$ cat src/rtl/mdio_mgmt_pkg.sv
package mdio_mgmt_pkg;
  typedef enum logic [2:0] {
    FS_IDLE, FS_PRE, FS_ST, FS_OP, FS_ADDR, FS_TA, FS_DATA, FS_SKIP
  } frame_st_e;

  localparam int unsigned A_CTRL = 0;
  localparam int unsigned A_STAT = 1;
  localparam int unsigned A_VEND = 16;
  localparam int unsigned A_IRQ  = 17;

  localparam logic [1:0] OP_RD = 2'b10;
  localparam logic [1:0] OP_WR = 2'b01;
endpackage

$ cat src/rtl/mdio_frame.sv
module mdio_frame
  import mdio_mgmt_pkg::*;
#(
  parameter int PHY_AW = 5,
  parameter int REG_AW = 5,
  parameter int DW     = 16
) (
  input  logic              clk,
  input  logic              rst,
  input  logic              mdio_i,
  input  logic [PHY_AW-1:0] strap,
  input  logic [DW-1:0]     rd_data,
  output logic              rd_req,
  output logic              wr_req,
  output logic [REG_AW-1:0] reg_addr,
  output logic [DW-1:0]     wr_data,
  output logic              mdio_o,
  output logic              mdio_oe
);
  localparam int AW = PHY_AW + REG_AW;
  localparam int CW = $clog2(AW + DW + 3);
  localparam logic [CW-1:0] C_OP_END   = CW'(1);
  localparam logic [CW-1:0] C_ADDR_END = CW'(AW - 1);
  localparam logic [CW-1:0] C_TA_END   = CW'(1);
  localparam logic [CW-1:0] C_DATA_END = CW'(DW - 1);
  localparam logic [CW-1:0] C_SKIP_END = CW'(AW + DW + 1);

  frame_st_e         st;
  logic [CW-1:0]     cnt;
  logic [DW-2:0]     sh;
  logic [DW-1:0]     sh_nx;
  logic [DW-1:0]     dout;
  logic              is_rd, hit;
  logic [REG_AW-1:0] ra_q;
  logic [PHY_AW-1:0] phy_f;
  logic [REG_AW-1:0] ra_f;
  logic              addr_last, hit_f;

  // incoming bit appended to the history
  assign sh_nx     = {sh, mdio_i};
  assign phy_f     = sh_nx[AW-1:REG_AW];
  assign ra_f      = sh_nx[REG_AW-1:0];
  assign hit_f     = (phy_f == '0) || (phy_f == strap);
  assign addr_last = (st == FS_ADDR) && (cnt == C_ADDR_END);

  assign rd_req   = addr_last && is_rd && hit_f;
  assign wr_req   = (st == FS_DATA) && !is_rd && hit && (cnt == C_DATA_END);
  assign reg_addr = addr_last ? ra_f : ra_q;
  assign wr_data  = sh_nx;

  always_ff @(posedge clk) begin
    if (rst) begin
      st      <= FS_IDLE;
      cnt     <= '0;
      sh      <= '0;
      dout    <= '0;
      is_rd   <= 1'b0;
      hit     <= 1'b0;
      ra_q    <= '0;
      mdio_o  <= 1'b1;
      mdio_oe <= 1'b0;
    end else begin
      sh <= sh_nx[DW-2:0];
      case (st)
        FS_IDLE: if (mdio_i) st <= FS_PRE;
        FS_PRE:  if (!mdio_i) st <= FS_ST;
        FS_ST: begin
          cnt <= '0;
          st  <= mdio_i ? FS_OP : FS_IDLE;
        end
        FS_OP: begin
          cnt <= cnt + 1'b1;
          if (cnt == C_OP_END) begin
            cnt <= '0;
            if ({sh[0], mdio_i} == OP_RD) begin
              is_rd <= 1'b1;
              st    <= FS_ADDR;
            end else if ({sh[0], mdio_i} == OP_WR) begin
              is_rd <= 1'b0;
              st    <= FS_ADDR;
            end else begin
              st <= FS_SKIP;
            end
          end
        end
        FS_ADDR: begin
          cnt <= cnt + 1'b1;
          if (addr_last) begin
            cnt  <= '0;
            hit  <= hit_f;
            ra_q <= ra_f;
            dout <= rd_data;
            st   <= FS_TA;
          end
        end
        FS_TA: begin
          cnt <= cnt + 1'b1;
          if (cnt == '0 && is_rd && hit) begin
            mdio_oe <= 1'b1;
            mdio_o  <= 1'b0;
          end
          if (cnt == C_TA_END) begin
            cnt <= '0;
            st  <= FS_DATA;
            if (is_rd && hit) begin
              mdio_o <= dout[DW-1];
              dout   <= {dout[DW-2:0], 1'b0};
            end
          end
        end
        FS_DATA: begin
          cnt <= cnt + 1'b1;
          if (is_rd && hit) begin
            mdio_o <= dout[DW-1];
            dout   <= {dout[DW-2:0], 1'b0};
          end
          if (cnt == C_DATA_END) begin
            cnt     <= '0;
            st      <= FS_IDLE;
            mdio_oe <= 1'b0;
            mdio_o  <= 1'b1;
          end
        end
        FS_SKIP: begin
          cnt <= cnt + 1'b1;
          if (cnt == C_SKIP_END) begin
            cnt <= '0;
            st  <= FS_IDLE;
          end
        end
        default: st <= FS_IDLE;
      endcase
    end
  end
endmodule

$ cat src/rtl/mdio_regfile.sv
module mdio_regfile
  import mdio_mgmt_pkg::*;
#(
  parameter int          REG_AW   = 5,
  parameter int          DW       = 16,
  parameter logic [15:0] CTRL_DEF = 16'h1000,
  parameter logic [15:0] VEND_DEF = 16'h0140,
  parameter logic [15:0] STAT_VAL = 16'h7829,
  parameter int          SRST_BIT = 15
) (
  input  logic              clk,
  input  logic              rst,
  input  logic              rd_req,
  input  logic              wr_req,
  input  logic [REG_AW-1:0] addr,
  input  logic [DW-1:0]     wr_data,
  input  logic [DW/2-1:0]   irq_evt,
  output logic [DW-1:0]     rd_data,
  output logic [DW-1:0]     ctrl_q,
  output logic [DW-1:0]     vend_q,
  output logic [DW-1:0]     irq_q
);
  localparam int IRQ_N = DW / 2;

  logic [DW-1:0]    ctrl_r, vend_r;
  logic [IRQ_N-1:0] ien_r, ist_r;
  logic             soft_rst, irq_clr;

  assign soft_rst = wr_req && (addr == REG_AW'(A_CTRL)) && wr_data[SRST_BIT];
  assign irq_clr  = rd_req && (addr == REG_AW'(A_IRQ));

  always_ff @(posedge clk) begin
    if (rst || soft_rst) begin
      ctrl_r <= DW'(CTRL_DEF);
      vend_r <= DW'(VEND_DEF);
      ien_r  <= '0;
    end else if (wr_req) begin
      if (addr == REG_AW'(A_CTRL)) ctrl_r <= wr_data;
      if (addr == REG_AW'(A_VEND)) vend_r <= wr_data;
      if (addr == REG_AW'(A_IRQ))  ien_r  <= wr_data[DW-1:IRQ_N];
    end
  end

  // sticky flags: a same-edge event survives the clear
  for (genvar i = 0; i < IRQ_N; i++) begin : g_flag
    always_ff @(posedge clk) begin
      if (rst || soft_rst) ist_r[i] <= 1'b0;
      else if (irq_clr)    ist_r[i] <= irq_evt[i];
      else                 ist_r[i] <= ist_r[i] | irq_evt[i];
    end
  end

  always_comb begin
    rd_data = '0;
    if (addr == REG_AW'(A_CTRL)) rd_data = ctrl_r;
    if (addr == REG_AW'(A_STAT)) rd_data = DW'(STAT_VAL);
    if (addr == REG_AW'(A_VEND)) rd_data = vend_r;
    if (addr == REG_AW'(A_IRQ))  rd_data = {ien_r, ist_r};
  end

  assign ctrl_q = ctrl_r;
  assign vend_q = vend_r;
  assign irq_q  = {ien_r, ist_r};
endmodule

$ cat src/rtl/mdio_irq_out.sv
module mdio_irq_out #(
  parameter int N = 8
) (
  input  logic         clk,
  input  logic         rst,
  input  logic [N-1:0] en,
  input  logic [N-1:0] flags,
  input  logic         level,
  output logic         intr_o,
  output logic         intr_oe
);
  always_ff @(posedge clk) begin
    if (rst) begin
      intr_o  <= 1'b0;
      intr_oe <= 1'b0;
    end else begin
      intr_o  <= level;
      intr_oe <= |(en & flags);
    end
  end
endmodule

$ cat src/rtl/mdio_mgmt_slave.sv
module mdio_mgmt_slave #(
  parameter int          PHY_AW   = 5,
  parameter int          REG_AW   = 5,
  parameter int          DW       = 16,
  parameter logic [15:0] CTRL_DEF = 16'h1000,
  parameter logic [15:0] VEND_DEF = 16'h0140,
  parameter logic [15:0] STAT_VAL = 16'h7829,
  parameter int          LVL_BIT  = 14,
  parameter int          SRST_BIT = 15
) (
  input  logic              clk,
  input  logic              rst,
  input  logic              mdio_i,
  input  logic [PHY_AW-1:0] phy_strap,
  input  logic [DW/2-1:0]   irq_evt,
  output logic              mdio_o,
  output logic              mdio_oe,
  output logic [DW-1:0]     ctrl_q,
  output logic [DW-1:0]     vend_q,
  output logic [DW-1:0]     irq_q,
  output logic              intr_o,
  output logic              intr_oe
);
  localparam int IRQ_N = DW / 2;

  logic              rd_req, wr_req;
  logic [REG_AW-1:0] reg_addr;
  logic [DW-1:0]     wr_data, rd_data;

  mdio_frame #(.PHY_AW(PHY_AW), .REG_AW(REG_AW), .DW(DW)) frame_i (
    .clk(clk), .rst(rst), .mdio_i(mdio_i), .strap(phy_strap),
    .rd_data(rd_data), .rd_req(rd_req), .wr_req(wr_req),
    .reg_addr(reg_addr), .wr_data(wr_data),
    .mdio_o(mdio_o), .mdio_oe(mdio_oe)
  );

  mdio_regfile #(
    .REG_AW(REG_AW), .DW(DW), .CTRL_DEF(CTRL_DEF), .VEND_DEF(VEND_DEF),
    .STAT_VAL(STAT_VAL), .SRST_BIT(SRST_BIT)
  ) regs_i (
    .clk(clk), .rst(rst), .rd_req(rd_req), .wr_req(wr_req),
    .addr(reg_addr), .wr_data(wr_data), .irq_evt(irq_evt),
    .rd_data(rd_data), .ctrl_q(ctrl_q), .vend_q(vend_q), .irq_q(irq_q)
  );

  mdio_irq_out #(.N(IRQ_N)) irq_i (
    .clk(clk), .rst(rst), .en(irq_q[DW-1:IRQ_N]), .flags(irq_q[IRQ_N-1:0]),
    .level(vend_q[LVL_BIT]), .intr_o(intr_o), .intr_oe(intr_oe)
  );
endmodule

$ cat config.mk
export PLATFORM = sky130hd
export DESIGN_NAME = mdio_mgmt_slave
export DESIGN_NICKNAME = d
export VERILOG_FILES = /design/src/rtl/mdio_mgmt_pkg.sv /design/src/rtl/mdio_frame.sv /design/src/rtl/mdio_regfile.sv /design/src/rtl/mdio_irq_out.sv /design/src/rtl/mdio_mgmt_slave.sv
export SDC_FILE = /design/constraint.sdc
export NUM_CORES = 1
export LEC_CHECK = 0
export BUFFER_PORTS_ARGS = -buffer_cell sky130_fd_sc_hd__buf_2
export CAP_MARGIN = 20
export CELL_PAD_IN_SITES_DETAIL_PLACEMENT = 2
export CELL_PAD_IN_SITES_GLOBAL_PLACEMENT = 2
export CORE_MARGIN = 5
export CORE_UTILIZATION = 32
export CTS_CLUSTER_DIAMETER = 200
export DETAILED_ROUTE_END_ITERATION = 6
export HOLD_SLACK_MARGIN = 0.05
export PLACE_DENSITY = 0.74
export SLEW_MARGIN = 20
export SYNTH_ARGS = -nofsm -noshare
export SYNTH_HDL_FRONTEND = slang
export SYNTH_SLANG_ARGS = --single-unit
$ cat constraint.sdc
create_clock -name clk -period 5.45 [get_ports clk]
set_clock_uncertainty 0.05 [all_clocks]
set_input_delay 0.545 -clock clk [delete_from_list [all_inputs] [get_ports clk]]
set_output_delay 0.545 -clock clk [all_outputs]
set_load 0.01 [all_outputs]
# Word-level counts from Yosys, hierarchy flattened

Cells that the tools add are included.

Add/sub/neg operators: 1
Eq/ne operators: 26
Muxes and demuxes: 44
Bitwise gates (word level): 9
Reduce and logical (&&, ||, !) cells: 34

Operators with widths:

| cell                                          | number |
|---|---|
| 2-to-1 mux 16 bit                             | 7 |
| case mux 16 bit (3 select lines)              | 1 |
| 2-to-1 mux 5 bit                              | 5 |
| case mux 5 bit (5 select lines)               | 1 |
| 2-to-1 mux 3 bit                              | 8 |
| case mux 3 bit (8 select lines)               | 1 |
| 2-to-1 mux 1 bit                              | 17 |
| == test 5 bit, second input constant          | 3 |
| zero test 5 bit                               | 3 |
| == test 3 bit, second input constant          | 4 |
| logical AND 1 bit                             | 12 |
| == test 5 x 1 -> 1 bit, second input constant | 2 |
| == test 5 x 4 -> 1 bit, second input constant | 2 |
| != test 2 x 1 -> 1 bit, second input constant | 5 |
| AND reduction 2 bit                           | 5 |
| AND reduction 3 bit                           | 3 |
| bitwise AND 8 bit                             | 1 |
| bitwise OR 1 bit                              | 8 |
| OR reduction 8 bit                            | 1 |
| AND reduction 7 bit                           | 1 |
| == test 3 x 2 -> 1 bit, second input constant | 2 |
| != test 2 bit, second input constant          | 3 |
| adder 5 x 1 -> 5 bit, second input constant   | 1 |
| == test 5 bit                                 | 1 |
| other kinds (13)                              | 17 |

Register bits after elaboration: 98
Input port bits: 16

# Logic depth before layout (Yosys ltp)

Depth after elaboration: 10
Mapped depth: 10

# Hierarchy

A second synthesis with hierarchy kept.

Cells, all modules: 566
Area, all modules: 4977.3 um2

Modules (own cells, without submodules):

| module       | times used | cells an instance | area each (um2) | seq. area each (um2) |
|---|---|---|---|---|
| mdio_frame   | 1          | 280               | 2542.4          | 960.9 |
| mdio_regfile | 1          | 278               | 2349.8          | 960.9 |
| mdio_irq_out | 1          | 8                 | 85.1            | 40.0 |

# Worst setup path after synthesis

No wires, ideal clock.

Kind: register to register
Start: register frame_i.cnt[1]
End: register regs_i.vend_r[6], in the netlist regs_i.vend_q[6]
Library setup time: 123 ps
Data arrival time: 2004 ps
Data required time: 5277 ps
Setup slack: 3273 ps
Cell stages (with the launch flop): 10
Path buffers: 2
Clock period less this slack: 2177 ps
Cells stage by stage: dfxtp_1 -> inv_1 -> ha_1 -> and4bb_2 -> buf_2 -> nand3_1 -> nand2_2 -> a31oi_1 -> buf_4 -> a22oi_1

Cells in the longest elaborated chain, start to end: 7

RTL lines:

| what                           | RTL line           | RTL |
|---|---|---|
| start, declared                | mdio_frame.sv:29   | `logic [CW-1:0] cnt;` |
| start signal, assigned         | mdio_frame.sv:72   | `cnt <= cnt + 1'b1;` |
| start signal, assigned         | mdio_frame.sv:87   | `cnt <= cnt + 1'b1;` |
| start signal, assigned         | mdio_frame.sv:97   | `cnt <= cnt + 1'b1;` |
| == test 5 x 4 -> 1 bit         | mdio_frame.sv:44   | `assign addr_last = (st == FS_ADDR) && (cnt == C_ADDR_END);` |
| logical AND 1 bit              | mdio_frame.sv:44   |  |
| 2-to-1 mux 5 bit               | mdio_frame.sv:48   | `assign reg_addr = addr_last ? ra_f : ra_q;` |
| zero test 5 bit                | mdio_regfile.sv:29 | `assign soft_rst = wr_req && (addr == REG_AW'(A_CTRL)) && wr_data[SRST_BIT];` |
| logical AND 1 bit (2 in a row) | mdio_regfile.sv:29 |  |
| logical OR 1 bit               | mdio_regfile.sv:33 | `if (rst \|\| soft_rst) begin` |
| end signal, assigned           | mdio_regfile.sv:35 | `vend_r <= DW'(VEND_DEF);` |
| end signal, assigned           | mdio_regfile.sv:39 | `if (addr == REG_AW'(A_VEND)) vend_r <= wr_data;` |
| end, declared                  | mdio_regfile.sv:25 | `logic [DW-1:0] ctrl_r, vend_r;` |

Several ways; a longest one is shown, not always the timed one.
A chain may end at the register's enable or synchronous reset.

# Worst setup path after layout

Start: register frame_i.st[2]
End: register regs_i.ist_r[0], in the netlist regs_i.irq_q[0]

Cells in the longest elaborated chain, start to end: 7

RTL lines:

| what                                                  | RTL line                             | RTL |
|---|---|---|
| start, declared                                       | mdio_frame.sv:28                     | `frame_st_e st;` |
| start signal, assigned                                | mdio_frame.sv:69                     | `st <= mdio_i ? FS_OP : FS_IDLE;` |
| == test 3 bit (on tied branches)                      | mdio_frame.sv:44, mdio_frame.sv:47   |  |
| logical AND 1 bit (on tied branches)                  | mdio_frame.sv:44, mdio_frame.sv:47   |  |
| 2-to-1 mux 5 bit or logical AND 1 bit (tied branches) | mdio_frame.sv:48, mdio_frame.sv:47   |  |
| zero test 5 bit or logical AND 1 bit (tied branches)  | mdio_regfile.sv:29, mdio_frame.sv:47 |  |
| logical AND 1 bit (2 in a row)                        | mdio_regfile.sv:29                   |  |
| logical OR 1 bit                                      | mdio_regfile.sv:47                   | `if (rst \|\| soft_rst) ist_r[i] <= 1'b0;` |
| end signal, assigned by index                         | mdio_regfile.sv:48                   | `else if (irq_clr) ist_r[i] <= irq_evt[i];` |
| end signal, assigned by index                         | mdio_regfile.sv:49                   | `else ist_r[i] <= ist_r[i] \| irq_evt[i];` |
| end, declared                                         | mdio_regfile.sv:26                   | `logic [IRQ_N-1:0] ien_r, ist_r;` |

Several ways; a longest one is shown, not always the timed one.

==> impl_metrics.ini <==
[run_status]
outcome = finished clean

[timing]
relSlewSlack = 0.349
finalHoldViolCount = 0
max_freq_mhz = 312
period_minus_slack_ns = 3.20
fin_setup_tns_ns = 0
worstMarginPinSlew_ns = 0.972
period_share = 0.587
final_max_slew_viol_count = 0
rsz0062_at_grt = false
setup_violations = 0

[synth]
syn-cell-area_mm2 = 0.00458
yosys-top-cells-area = dfxtp_1, a21oi_1, nor2_1, a22o_1, nand2_1
synth_edf_count = 0
synth_area_per_cell_um2 = 8.95
yosys.cell_types.count = 67
synth_top_cell_by_area = dfxtp_1
ys_ff_latch = 98
synth_seq_area_share = 0.428
ys.flop_type = dfxtp_1
syn-instance-count = 512
ys_warn_count = 0
synth_top_area_frac = 0.428
async_reset_ff_frac = 0
syn_nets = 534

[worst_hold_path]
min_path_type = input port to register

[layout]
fin_nets = 582
final_cell_count_no_fill = 745
seq_area_mm2 = 0.00196
nFillCells = 1554
area_delta_synth_final_pct = 16.4
fin_util = 0.383
multi_input_area_mm2 = 0.00239
drive_above_1_share = 0.182
antennaDiodeCount = 0

[detailed_routing]
avgRoutedWirePerCell_um = 22.4
drc_errors = 0
drt-initial-drc-count = 210
drt.antenna.violating_nets = 0
wirelength_um = 16700
drtPass1Iterations = 4
vias = 4260
vias_per_cell = 5.72

[global_routing]
grt_max_degree = 76
grt_pass1_wl_um = 26700
antenna_found_initial = 0
track_usage = 0.207
grt_pass1_vias = 4631
overflow = 0

[power_and_ir_drop]
leakage_uw = 0.00215
powerDensity_mw_per_mm2 = 290
peakVddDrop_uv = 145

[placed_design]
dp_hpwl_um = 12000
io_buffers = 67
gp_congestion = 0.857
place_inst = 729

[clock_tree]
cts_htree_levels = 3
cts.sinks = 98
cts_max_path_buffers = 2
clk-insertion-delay-late_ns = 0.35
cts_resized = 0
cts_tree = done
path_clk_slew_ns = 0.07
hold_buffers = 0
post_cts_buffers = 0
cts-root-buf = clkbuf_16
cts-buffers-inserted = 9

[floorplanning]
start_util = 0.329
die-area_mm2 = 0.0168
rows = 43
ioPinCount = 68
dieWidth_um = 130
die_y_um = 130
core_mm2 = 0.0139

[worst_setup_path]
slowest_delay_ns = 0.68
ff2ff_setup_slack_ns = 2.25
r2r_start = frame_i.st[2]
rr_endpoint = regs_i.irq_q[0]
cp_cell_sequence = or3b_1, o21ai_0, and2_1, a41o_1, a21oi_1
cp-startpoint = frame_i.st[2]
endpoint_kind = register
worst-path-max-fanout = 18
required_ns = 5.60
crit_end = regs_i.irq_q[0]
cp_slowest_cell = dfxtp_1
reg2regPathDepth = 5
criticalPathCategory = register to register
startpoint_type = register
crit_arrival_ns = 3.35

[run]
maxCapViolations = 0
-- cell families after synthesis --
group           Yosys count  synth area share
flops                    98             0.428
compound gates          169             0.260
xor+xnor                  6            0.0115
buf+inv                  56            0.0554
fa+ha+maj                 6            0.0164
simple gates            168             0.209
mux                       9            0.0199
-- per-layer routing --
layer / wire length, µm / track usage
met5: 0 / 0
met4: 554 / 0.0837
met3: 333 / 0.0326
met2: 8640 / 0.373
met1: 7170 / 0.244
-- area by class of cell --
type	count	area share
Tap cell	180	0.0422
Sequential cell	98	0.368
Timing Repair Buffer	72	0.0699
Clock inverter	7	0.0152
Clock buffer	9	0.0422
Inverter	21	0.0148
Multi-Input combinational cell	358	0.448
-- critical path, delay by kind of cell, from the launching register on --
kind,cells,cell delay [ns]
DFF,1,0.68
AOI/OAI and AO/OA,3,1.26
and+or+nand+nor,2,1.07
-- flip-flops by register name, summed over array words and instances, names as in the netlist --
signal / flops
frame_i.cnt: 5
frame_i.dout: 16
frame_i.hit: 1
frame_i.is_rd: 1
frame_i.mdio_o: 1
frame_i.mdio_oe: 1
frame_i.ra_q: 5
frame_i.sh: 15
frame_i.st: 3
irq_i.intr_o: 1
irq_i.intr_oe: 1
regs_i.ctrl_q: 16
regs_i.ien_r: 8
regs_i.irq_q: 8
regs_i.vend_q: 16
-- cell usage in the layout (no fill, tap or decap), drive strengths merged, types with 4 or more instances in the layout --
cell type	synthesis	layout
a2111oi	4	4
a211oi	12	12
a21o	4	4
a21oi	49	49
a221oi	10	10
a22o	14	14
a22oi	10	10
and2	8	8
and3	7	7
buf	18	72
clkbuf	17	9
dfxtp	98	98
ha	6	6
inv	20	24
mux2i	8	8
nand2	33	33
nand2b	4	4
nand3	7	7
nand3b	16	16
nor2	37	37
nor2b	19	19
nor3	9	9
o21a	4	4
o21ai	15	15
o21bai	8	8
o221ai	10	10
o31ai	4	4
o41ai	6	6
or3	7	7
-- worst min path at each step --
| stage | startpoint | endpoint | slack, ns | cells after the start |
|---|---|---|---|---|
| floorplan | frame_i.ra_q[3] | frame_i.ra_q[3] | 0.39 | 2 |
| global placement | frame_i.ra_q[3] | frame_i.ra_q[3] | 0.40 | 2 |
| detailed placement | regs_i.ctrl_q[9] | regs_i.ctrl_q[9] | 0.42 | 2 |
| CTS | irq_evt[6] | regs_i.irq_q[6] | 0.37 | 3 |
| global route | irq_evt[5] | regs_i.irq_q[5] | 0.38 | 3 |
| finish | irq_evt[6] | regs_i.irq_q[6] | 0.37 | 3 |
-- metrics by stage --
step           total power (µW)  setup slack (ns)  hold slack, ns  cell area (µm²)
2_1_floorplan               852              3.27           0.394             4580
3_3_place_gp                889              2.53           0.403             5010
3_5_place_dp                899              2.35           0.423             5010
4_1_cts                    1560              2.24           0.369             5320
5_1_grt                    1610              2.00           0.375             5330
6_report                   1550              2.25           0.371             5330
-- cells in the mapped netlist, types with 8 or more instances --
cell type / count
mux2i_1: 8
dfxtp_1: 98
a221oi_1: 10
inv_1: 20
nor2_1: 37
a21oi_1: 49
nor2b_1: 19
and2_1: 8
nand2_1: 32
o21ai_0: 15
a22oi_1: 10
a211oi_1: 12
a22o_1: 14
buf_2: 10
o221ai_1: 8
o21bai_1: 8
clkbuf_1: 16
nand3b_1: 16
-- power breakdown --
group          total, µW  switching, µW  internal (µW)  leakage [µW]
logic                120           71.3           48.3       0.00120
registers            763           34.7            728      0.000793
clock network        664            299            364      0.000153
No activity file was read; power rests on OpenSTA's default activity.
